$ cat config.mk
export PLATFORM = sky130hd
export DESIGN_NAME = dc_ctrl
export DESIGN_NICKNAME = d
export VERILOG_FILES = /design/src/rtl/dc_pkg.sv /design/src/rtl/dc_policy.sv /design/src/rtl/dc_lfsr.sv /design/src/rtl/dc_victim.sv /design/src/rtl/dc_ctrl.sv
export SDC_FILE = /design/constraint.sdc
export NUM_CORES = 1
export LEC_CHECK = 0
export BUFFER_PORTS_ARGS = -buffer_cell sky130_fd_sc_hd__buf_4
export CORE_ASPECT_RATIO = 1.75
export CORE_MARGIN = 2
export CORE_UTILIZATION = 45
export CTS_BUF_LIST = sky130_fd_sc_hd__clkbuf_16
export DETAILED_ROUTE_END_ITERATION = 12
export PLACE_DENSITY = 0.64
export SLEW_MARGIN = 15
export SYNTH_ARGS = -nofsm -noshare
export SYNTH_HDL_FRONTEND = slang
export SYNTH_HIERARCHICAL = 1
export SYNTH_SLANG_ARGS = --single-unit
$ cat constraint.sdc
create_clock -name clk -period 6.74 [get_ports clk]
set_input_delay 0.674 -clock clk [delete_from_list [all_inputs] [get_ports clk]]
set_output_delay 0.674 -clock clk [all_outputs]
set_load 0.01 [all_outputs]
$ cat src/rtl/dc_pkg.sv
package dc_pkg;
  typedef enum logic [1:0] {
    M_NCNB = 2'b00,
    M_NCB  = 2'b01,
    M_WT   = 2'b10,
    M_WB   = 2'b11
  } mode_t;

  typedef enum logic [1:0] {
    S_IDLE,
    S_FILLGO,
    S_FILLWAIT,
    S_NCWAIT
  } state_t;
endpackage

$ cat src/rtl/dc_policy.sv
module dc_policy (
  input  logic          cache_en,
  input  logic          rgn_c,
  input  logic          rgn_b,
  output dc_pkg::mode_t mode,
  output logic          lookup
);
  always_comb begin
    mode   = dc_pkg::mode_t'({rgn_c & cache_en, rgn_b});
    lookup = cache_en;
  end
endmodule

$ cat src/rtl/dc_lfsr.sv
module dc_lfsr #(
  parameter int W = 8,
  parameter logic [W-1:0] TAPS = 8'hB8
) (
  input  logic         clk,
  input  logic         rst,
  output logic [W-1:0] q
);
  always_ff @(posedge clk) begin
    if (rst) q <= W'(1);
    else     q <= {q[W-2:0], ^(q & TAPS)};
  end
endmodule

$ cat src/rtl/dc_victim.sv
module dc_victim #(
  parameter int WAYS = 2,
  localparam int WW = $clog2(WAYS)
) (
  input  logic [WAYS-1:0] lock_mask,
  input  logic [WW-1:0]   start,
  output logic [WW-1:0]   victim,
  output logic            found
);
  logic [WW-1:0] cand;

  always_comb begin
    found  = 1'b0;
    victim = start;
    cand   = '0;
    for (int k = 0; k < WAYS; k++) begin
      cand = start + WW'(k);
      if (!found && !lock_mask[cand]) begin
        victim = cand;
        found  = 1'b1;
      end
    end
  end
endmodule

$ cat src/rtl/dc_ctrl.sv
module dc_ctrl #(
  parameter int ADDR_W     = 12,
  parameter int SETS       = 4,
  parameter int WAYS       = 2,
  parameter int LINE_WORDS = 8,
  parameter int LFSR_W     = 8
) (
  input  logic                          clk,
  input  logic                          rst,
  input  logic                          cache_en,
  input  logic                          rgn_c,
  input  logic                          rgn_b,
  input  logic                          repl_rr,
  input  logic [WAYS-1:0]               lock_mask,
  input  logic                          cpu_req,
  input  logic                          cpu_we,
  input  logic [ADDR_W-1:0]             cpu_addr,
  output logic                          cpu_done,
  output logic                          cpu_hit,
  output logic                          stall,
  output logic                          hit_err,
  output logic                          wb_push,
  output logic [ADDR_W-1:0]             wb_addr,
  output logic [$clog2(LINE_WORDS):0]   wb_len,
  output logic                          fill_req,
  output logic [ADDR_W-1:0]             fill_addr,
  input  logic                          fill_done,
  output logic                          nc_req,
  output logic                          nc_we,
  output logic [ADDR_W-1:0]             nc_addr,
  input  logic                          nc_ack
);
  import dc_pkg::*;

  localparam int OFF_W = $clog2(LINE_WORDS);
  localparam int IDX_W = $clog2(SETS);
  localparam int TAG_W = ADDR_W - IDX_W - OFF_W;
  localparam int WW    = $clog2(WAYS);
  localparam int LEN_W = OFF_W + 1;

  logic [TAG_W-1:0] tag_q   [SETS][WAYS];
  logic [WAYS-1:0]  valid_q [SETS];
  logic [1:0]       dirty_q [SETS][WAYS];
  logic [WW-1:0]    rr_q    [SETS];

  state_t           state;
  logic [WW-1:0]    vic_q;
  mode_t            mode;
  logic             lookup;
  logic [LFSR_W-1:0] lfsr_q;
  logic [WW-1:0]    start, victim, hit_way;
  logic             found, hit;

  logic [IDX_W-1:0] idx;
  logic [TAG_W-1:0] tag;
  logic             half;
  logic [1:0]       vdirty;
  logic [ADDR_W-1:0] vbase;
  logic [IDX_W-1:0] fidx;
  logic [TAG_W-1:0] ftag;

  assign idx  = cpu_addr[OFF_W +: IDX_W];
  assign tag  = cpu_addr[ADDR_W-1 -: TAG_W];
  assign half = cpu_addr[OFF_W-1];
  assign fidx = fill_addr[OFF_W +: IDX_W];
  assign ftag = fill_addr[ADDR_W-1 -: TAG_W];

  dc_policy u_policy (
    .cache_en(cache_en), .rgn_c(rgn_c), .rgn_b(rgn_b),
    .mode(mode), .lookup(lookup)
  );

  dc_lfsr #(.W(LFSR_W)) u_lfsr (.clk(clk), .rst(rst), .q(lfsr_q));

  assign start = repl_rr ? rr_q[idx] : lfsr_q[WW-1:0];

  dc_victim #(.WAYS(WAYS)) u_victim (
    .lock_mask(lock_mask), .start(start), .victim(victim), .found(found)
  );

  always_comb begin
    hit     = 1'b0;
    hit_way = '0;
    for (int w = 0; w < WAYS; w++) begin
      if (lookup && valid_q[idx][w] && tag_q[idx][w] == tag) begin
        hit     = 1'b1;
        hit_way = WW'(w);
      end
    end
  end

  assign vdirty = valid_q[idx][victim] ? dirty_q[idx][victim] : 2'b00;
  assign vbase  = {tag_q[idx][victim], idx, OFF_W'(0)};

  always_ff @(posedge clk) begin
    if (rst) begin
      state     <= S_IDLE;
      cpu_done  <= 1'b0;
      cpu_hit   <= 1'b0;
      stall     <= 1'b0;
      hit_err   <= 1'b0;
      wb_push   <= 1'b0;
      wb_addr   <= '0;
      wb_len    <= '0;
      fill_req  <= 1'b0;
      fill_addr <= '0;
      nc_req    <= 1'b0;
      nc_we     <= 1'b0;
      nc_addr   <= '0;
      vic_q     <= '0;
      for (int s = 0; s < SETS; s++) begin
        valid_q[s] <= '0;
        rr_q[s]    <= '0;
        for (int w = 0; w < WAYS; w++) dirty_q[s][w] <= 2'b00;
      end
    end else begin
      cpu_done <= 1'b0;
      cpu_hit  <= 1'b0;
      hit_err  <= 1'b0;
      wb_push  <= 1'b0;
      case (state)
        S_IDLE: if (cpu_req) begin
          hit_err <= hit & (mode == M_NCNB || mode == M_NCB);
          if (mode == M_NCB && cpu_we) begin
            wb_push  <= 1'b1;
            wb_addr  <= cpu_addr;
            wb_len   <= LEN_W'(1);
            cpu_done <= 1'b1;
          end else if (mode == M_NCNB || mode == M_NCB) begin
            nc_req  <= 1'b1;
            nc_we   <= cpu_we;
            nc_addr <= cpu_addr;
            stall   <= 1'b1;
            state   <= S_NCWAIT;
          end else if (cpu_we) begin
            cpu_done <= 1'b1;
            cpu_hit  <= hit;
            if (hit && mode == M_WB) begin
              dirty_q[idx][hit_way][half] <= 1'b1;
            end else begin
              wb_push <= 1'b1;
              wb_addr <= cpu_addr;
              wb_len  <= LEN_W'(1);
            end
          end else if (hit) begin
            cpu_done <= 1'b1;
            cpu_hit  <= 1'b1;
          end else if (found) begin
            vic_q     <= victim;
            fill_addr <= {tag, idx, OFF_W'(0)};
            valid_q[idx][victim] <= 1'b0;
            dirty_q[idx][victim] <= 2'b00;
            if (vdirty != 2'b00) begin
              wb_push <= 1'b1;
              wb_addr <= (vdirty == 2'b10) ? vbase + ADDR_W'(LINE_WORDS/2) : vbase;
              wb_len  <= (vdirty == 2'b11) ? LEN_W'(LINE_WORDS) : LEN_W'(LINE_WORDS/2);
            end
            stall <= 1'b1;
            state <= S_FILLGO;
          end else begin
            nc_req  <= 1'b1;
            nc_we   <= 1'b0;
            nc_addr <= cpu_addr;
            stall   <= 1'b1;
            state   <= S_NCWAIT;
          end
        end
        S_FILLGO: begin
          fill_req <= 1'b1;
          state    <= S_FILLWAIT;
        end
        S_FILLWAIT: if (fill_done) begin
          fill_req              <= 1'b0;
          tag_q[fidx][vic_q]    <= ftag;
          valid_q[fidx][vic_q]  <= 1'b1;
          rr_q[fidx]            <= vic_q + WW'(1);
          stall                 <= 1'b0;
          cpu_done              <= 1'b1;
          state                 <= S_IDLE;
        end
        S_NCWAIT: if (nc_ack) begin
          nc_req   <= 1'b0;
          stall    <= 1'b0;
          cpu_done <= 1'b1;
          state    <= S_IDLE;
        end
        default: state <= S_IDLE;
      endcase
    end
  end
endmodule

==> results.sh <==
export IMPL_synth_edf_count=84
export IMPL_p_comb_frac=0.090
export IMPL_startpoint_type="input port"
export IMPL_power_share_clock=0.458
export IMPL_routed_wl_um=16000
export IMPL_rr_worst_depth=12
export IMPL_gp_congestion=0.917
export IMPL_nNetsFinal=623
export IMPL_syn_avg_cell_area_um2=11.6
export IMPL_max_stage_delay_ns=0.56
export IMPL_drc=0
export IMPL_worstReg2RegEnd="wb_addr[9]"
export IMPL_ioPinCount=72
export IMPL_synth_async_reset_ratio=0
export IMPL_vias=4484
export IMPL_grt_max_degree=71
export IMPL_cp_common_cell="buf_4"
export IMPL_path_cells="buf_4 > mux4_2 > mux2_2 > nor2_1 > o21ai_1 > buf_4 > inv_1 > mux2i_1 > a21oi_1 > o21a_1 > and4_4 > a21oi_4 > mux2_4"
export IMPL_cpLargestDelayFamily="multiplexers"
export IMPL_cp_slowest_cell="mux4_2"
export IMPL_cts_tree="built"
export IMPL_start_util=0.460
export IMPL_synth_distinct_cells=60
export IMPL_finalCritPeriodShare=0.569
export IMPL_core_um2=13800
export IMPL_clk_pin_slew_ns=0.06
export IMPL_crit_required_ns=7.04
export IMPL_drv_slew=0
export IMPL_cts_repair_resized=0
export IMPL_post_cts_buffers=0
export IMPL_swShare=0.237
export IMPL_rsz0062_at_grt="no"
export IMPL_crit_arrival_ns=4.13
export IMPL_finalClockSkew_ns=0.00831
export IMPL_ctsHoldBuffers=0
export IMPL_drtPass1Iterations=5
export IMPL_cts_sinks=139
export IMPL_irDropWorstVdd_mv=0.146
export IMPL_setup_viol=0
export IMPL_cp_max_fo=34
export IMPL_insertion_delay_ns=0.41
export IMPL_syn_area_um2=6360
export IMPL_dieArea_um2=15100
export IMPL_ant_nets=0
export IMPL_synth_flop_cell="edfxtp_1"
export IMPL_placed_cell_area_um2=6900
export IMPL_htreeDepth=4
export IMPL_die_w_um=93.9
export IMPL_layout_area_overhead_vs_synth_pct=18.1
export IMPL_num_fill_cells=1208
export IMPL_portBuffers=67
export IMPL_p_int_uw=1580
export IMPL_worst_slew_pin_slew_ns=0.947
export IMPL_ys_ff_latch=139
export IMPL_worstSetupPathType="in2reg"
export IMPL_multi_input_area_um2=2510
export IMPL_reg2reg_slack_ns=3.31
export IMPL_crit_path_end="wb_addr[9]"
export IMPL_core_rowCount=57
export IMPL_path_buf_inv=3
export IMPL_fin_crit_ns=3.83
export IMPL_grt_pass1_vias=4555
export IMPL_tns_ns=0
export IMPL_hold_slack_ns=0.434
export IMPL_dp_final_hpwl_um=11500
export IMPL_slew_headroom=0.368
export IMPL_cts_buffers=17
export IMPL_hp_class="reg2reg"
export IMPL_syn_inst=550
export IMPL_hold_viol=0
export IMPL_cts_buffer_depth=2
export IMPL_cp_depth=13
export IMPL_wl_per_cell_um=20.3
export IMPL_fmax_mhz=261
export IMPL_netSwitchingPower_uw=488
export IMPL_vias_per_cell=5.68
export IMPL_stdcell_area_um2=7510
export IMPL_layout_drive_gt1_share=0.232
export IMPL_yosysSeqAreaShare=0.570
export IMPL_diodes=0
export IMPL_globalRouteOverflowTotal=0
export IMPL_worstSetupEndpointType="flip-flop"
export IMPL_regArea_um2=3620
export IMPL_cp_startpoint="cpu_addr[3]"
export IMPL_ys_warn_count=6
export IMPL_cap_violations=0
export IMPL_cts_root_buf="clkbuf_16"
export IMPL_antenna_found_initial=0
export IMPL_grt_pass1_wl_um=25200
export IMPL_gr_usage_all_layers=0.222
export IMPL_timing_rr_start="rr_q[3]"
export IMPL_powerDensity_nw_per_um2=275
export IMPL_die_h_um=161
export IMPL_p_leak_uw=0.00289
export IMPL_status="finished clean"
export IMPL_drt_iter0_markers=297
export IMPL_seq_power_share=0.452
## per-layer routing
| layer | up-vias | wire length (um) | GRT usage |
|---|---|---|---|
| li1 | 2099 | - | - |
| met1 | 2183 | 6090 | 0.255 |
| met2 | 164 | 8850 | 0.394 |
| met3 | 38 | 566 | 0.0350 |
| met4 | 0 | 521 | 0.112 |
| met5 | - | 0 | 0 |
## through the flow
step / std cells / util / power [uW] / setup slack (ns)
global route: 789 / 0.543 / 2130 / 2.68
floorplan: 553 / - / 1070 / 3.24
CTS: 789 / 0.542 / 2080 / 2.93
global placement: 757 / 0.498 / 1130 / 2.57
finish: 789 / 0.543 / 2060 / 2.91
detailed placement: 757 / 0.499 / 1140 / 2.51
## cell usage in the layout, fill, tap and decap left out, drive strengths merged, types with 3 or more instances in the layout
cell | Yosys | layout
edfxtp | 84 | 84
buf | 19 | 70
nor2 | 61 | 61
dfxtp | 55 | 55
nand2 | 53 | 53
a21oi | 38 | 38
o21ai | 30 | 30
mux4 | 21 | 21
nand3 | 20 | 20
clkbuf | 24 | 17
nor2b | 16 | 16
xnor2 | 15 | 15
mux2i | 12 | 12
inv | 8 | 12
nand4 | 11 | 11
a21o | 9 | 9
nor3 | 9 | 9
mux2 | 7 | 7
nand2b | 6 | 6
clkinv | 0 | 6
nand3b | 5 | 5
and2 | 5 | 5
nor4 | 4 | 4
a211oi | 4 | 4
conb | 1 | 4
a21boi | 4 | 4
bufinv | 0 | 3
or2 | 3 | 3
and4 | 3 | 3
a221oi | 3 | 3
## worst min path at each step
stage | from | end | slack, ns | cells after the start
after global routing | u_lfsr/q[1] | u_lfsr/q[2] | 0.47 | 1
after floorplan | u_lfsr/q[1] | u_lfsr/q[2] | 0.41 | 1
after detailed placement | u_lfsr/q[1] | u_lfsr/q[2] | 0.43 | 1
after CTS | u_lfsr/q[1] | u_lfsr/q[2] | 0.44 | 1
after global placement | u_lfsr/q[1] | u_lfsr/q[2] | 0.42 | 1
final | u_lfsr/q[1] | u_lfsr/q[2] | 0.43 | 1
## kinds of logic after synthesis
family / Yosys count / share of synthesized area
AOI/OAI and AO/OA: 102 / 0.0997
xor gates and xnor gates: 17 / 0.0270
buffers and inverters: 51 / 0.0401
DFF: 139 / 0.570
muxes: 40 / 0.111
other: 1 / 0.000590
and+or+nand+nor: 200 / 0.152
## registers in the layout (all words and copies together) (netlist names), 2 cells and up
name and count:
rr_q 4, u_lfsr/q 8, state 2, valid_q 8, wb_addr 12, nc_addr 12, dirty_q 16, fill_addr 9
wb_len 3, tag_q 56
## power by group through the flow
stage | Sequential (uW) | Clock [uW] | Combinational [uW]
CTS | 934 | 956 | 185
floorplan | 950 | 0 | 121
detailed placement | 952 | 0 | 184
finish | 934 | 945 | 186
global placement | 951 | 0 | 182
global route | 936 | 990 | 203
## worst register-to-register path: stages (launching register included)
cell,delay [ns]
edfxtp_1,0.41
mux4_2,0.47
mux2_2,0.28
nor2_1,0.09
o21ai_1,0.06
buf_4,0.20
inv_1,0.32
mux2i_1,0.33
a21oi_1,0.07
o21a_1,0.20
and4_4,0.21
a21oi_4,0.33
mux2_4,0.34
## cells in the mapped netlist, types with 3 or more instances
master | n | share of area
nor2b_1 | 16 | 0.016
xnor2_1 | 12 | 0.017
buf_1 | 4 | 0.0024
a21boi_1 | 3 | 0.0035
nor2_1 | 59 | 0.035
mux4_1 | 3 | 0.012
a21o_1 | 9 | 0.011
and2_1 | 5 | 0.0049
edfxtp_1 | 84 | 0.40
mux4_2 | 18 | 0.064
dfxtp_1 | 55 | 0.17
clkbuf_1 | 24 | 0.014
nand2_1 | 53 | 0.031
nor4_1 | 4 | 0.0039
o21ai_0 | 27 | 0.021
buf_4 | 7 | 0.0083
inv_1 | 8 | 0.0047
xnor2_2 | 3 | 0.0077
mux2i_1 | 12 | 0.019
buf_2 | 5 | 0.0039
o21ai_1 | 3 | 0.0024
nor3_1 | 8 | 0.0063
nand2b_1 | 6 | 0.0059
nand3_1 | 20 | 0.016
a211oi_1 | 4 | 0.0047
a21oi_1 | 37 | 0.029
mux2_4 | 6 | 0.014
nand3b_1 | 5 | 0.0059
nand4_1 | 11 | 0.011
## area by class of cell
type                            instances  share of cell area
Clock buffer                           17              0.0566
Tap cell                              177              0.0295
Inverter                                8             0.00400
Clock inverter                         15              0.0233
Multi-Input combinational cell        363               0.334
Timing Repair Buffer                   70              0.0700
Sequential cell                       139               0.483
Power figures use the tool's default switching activity.
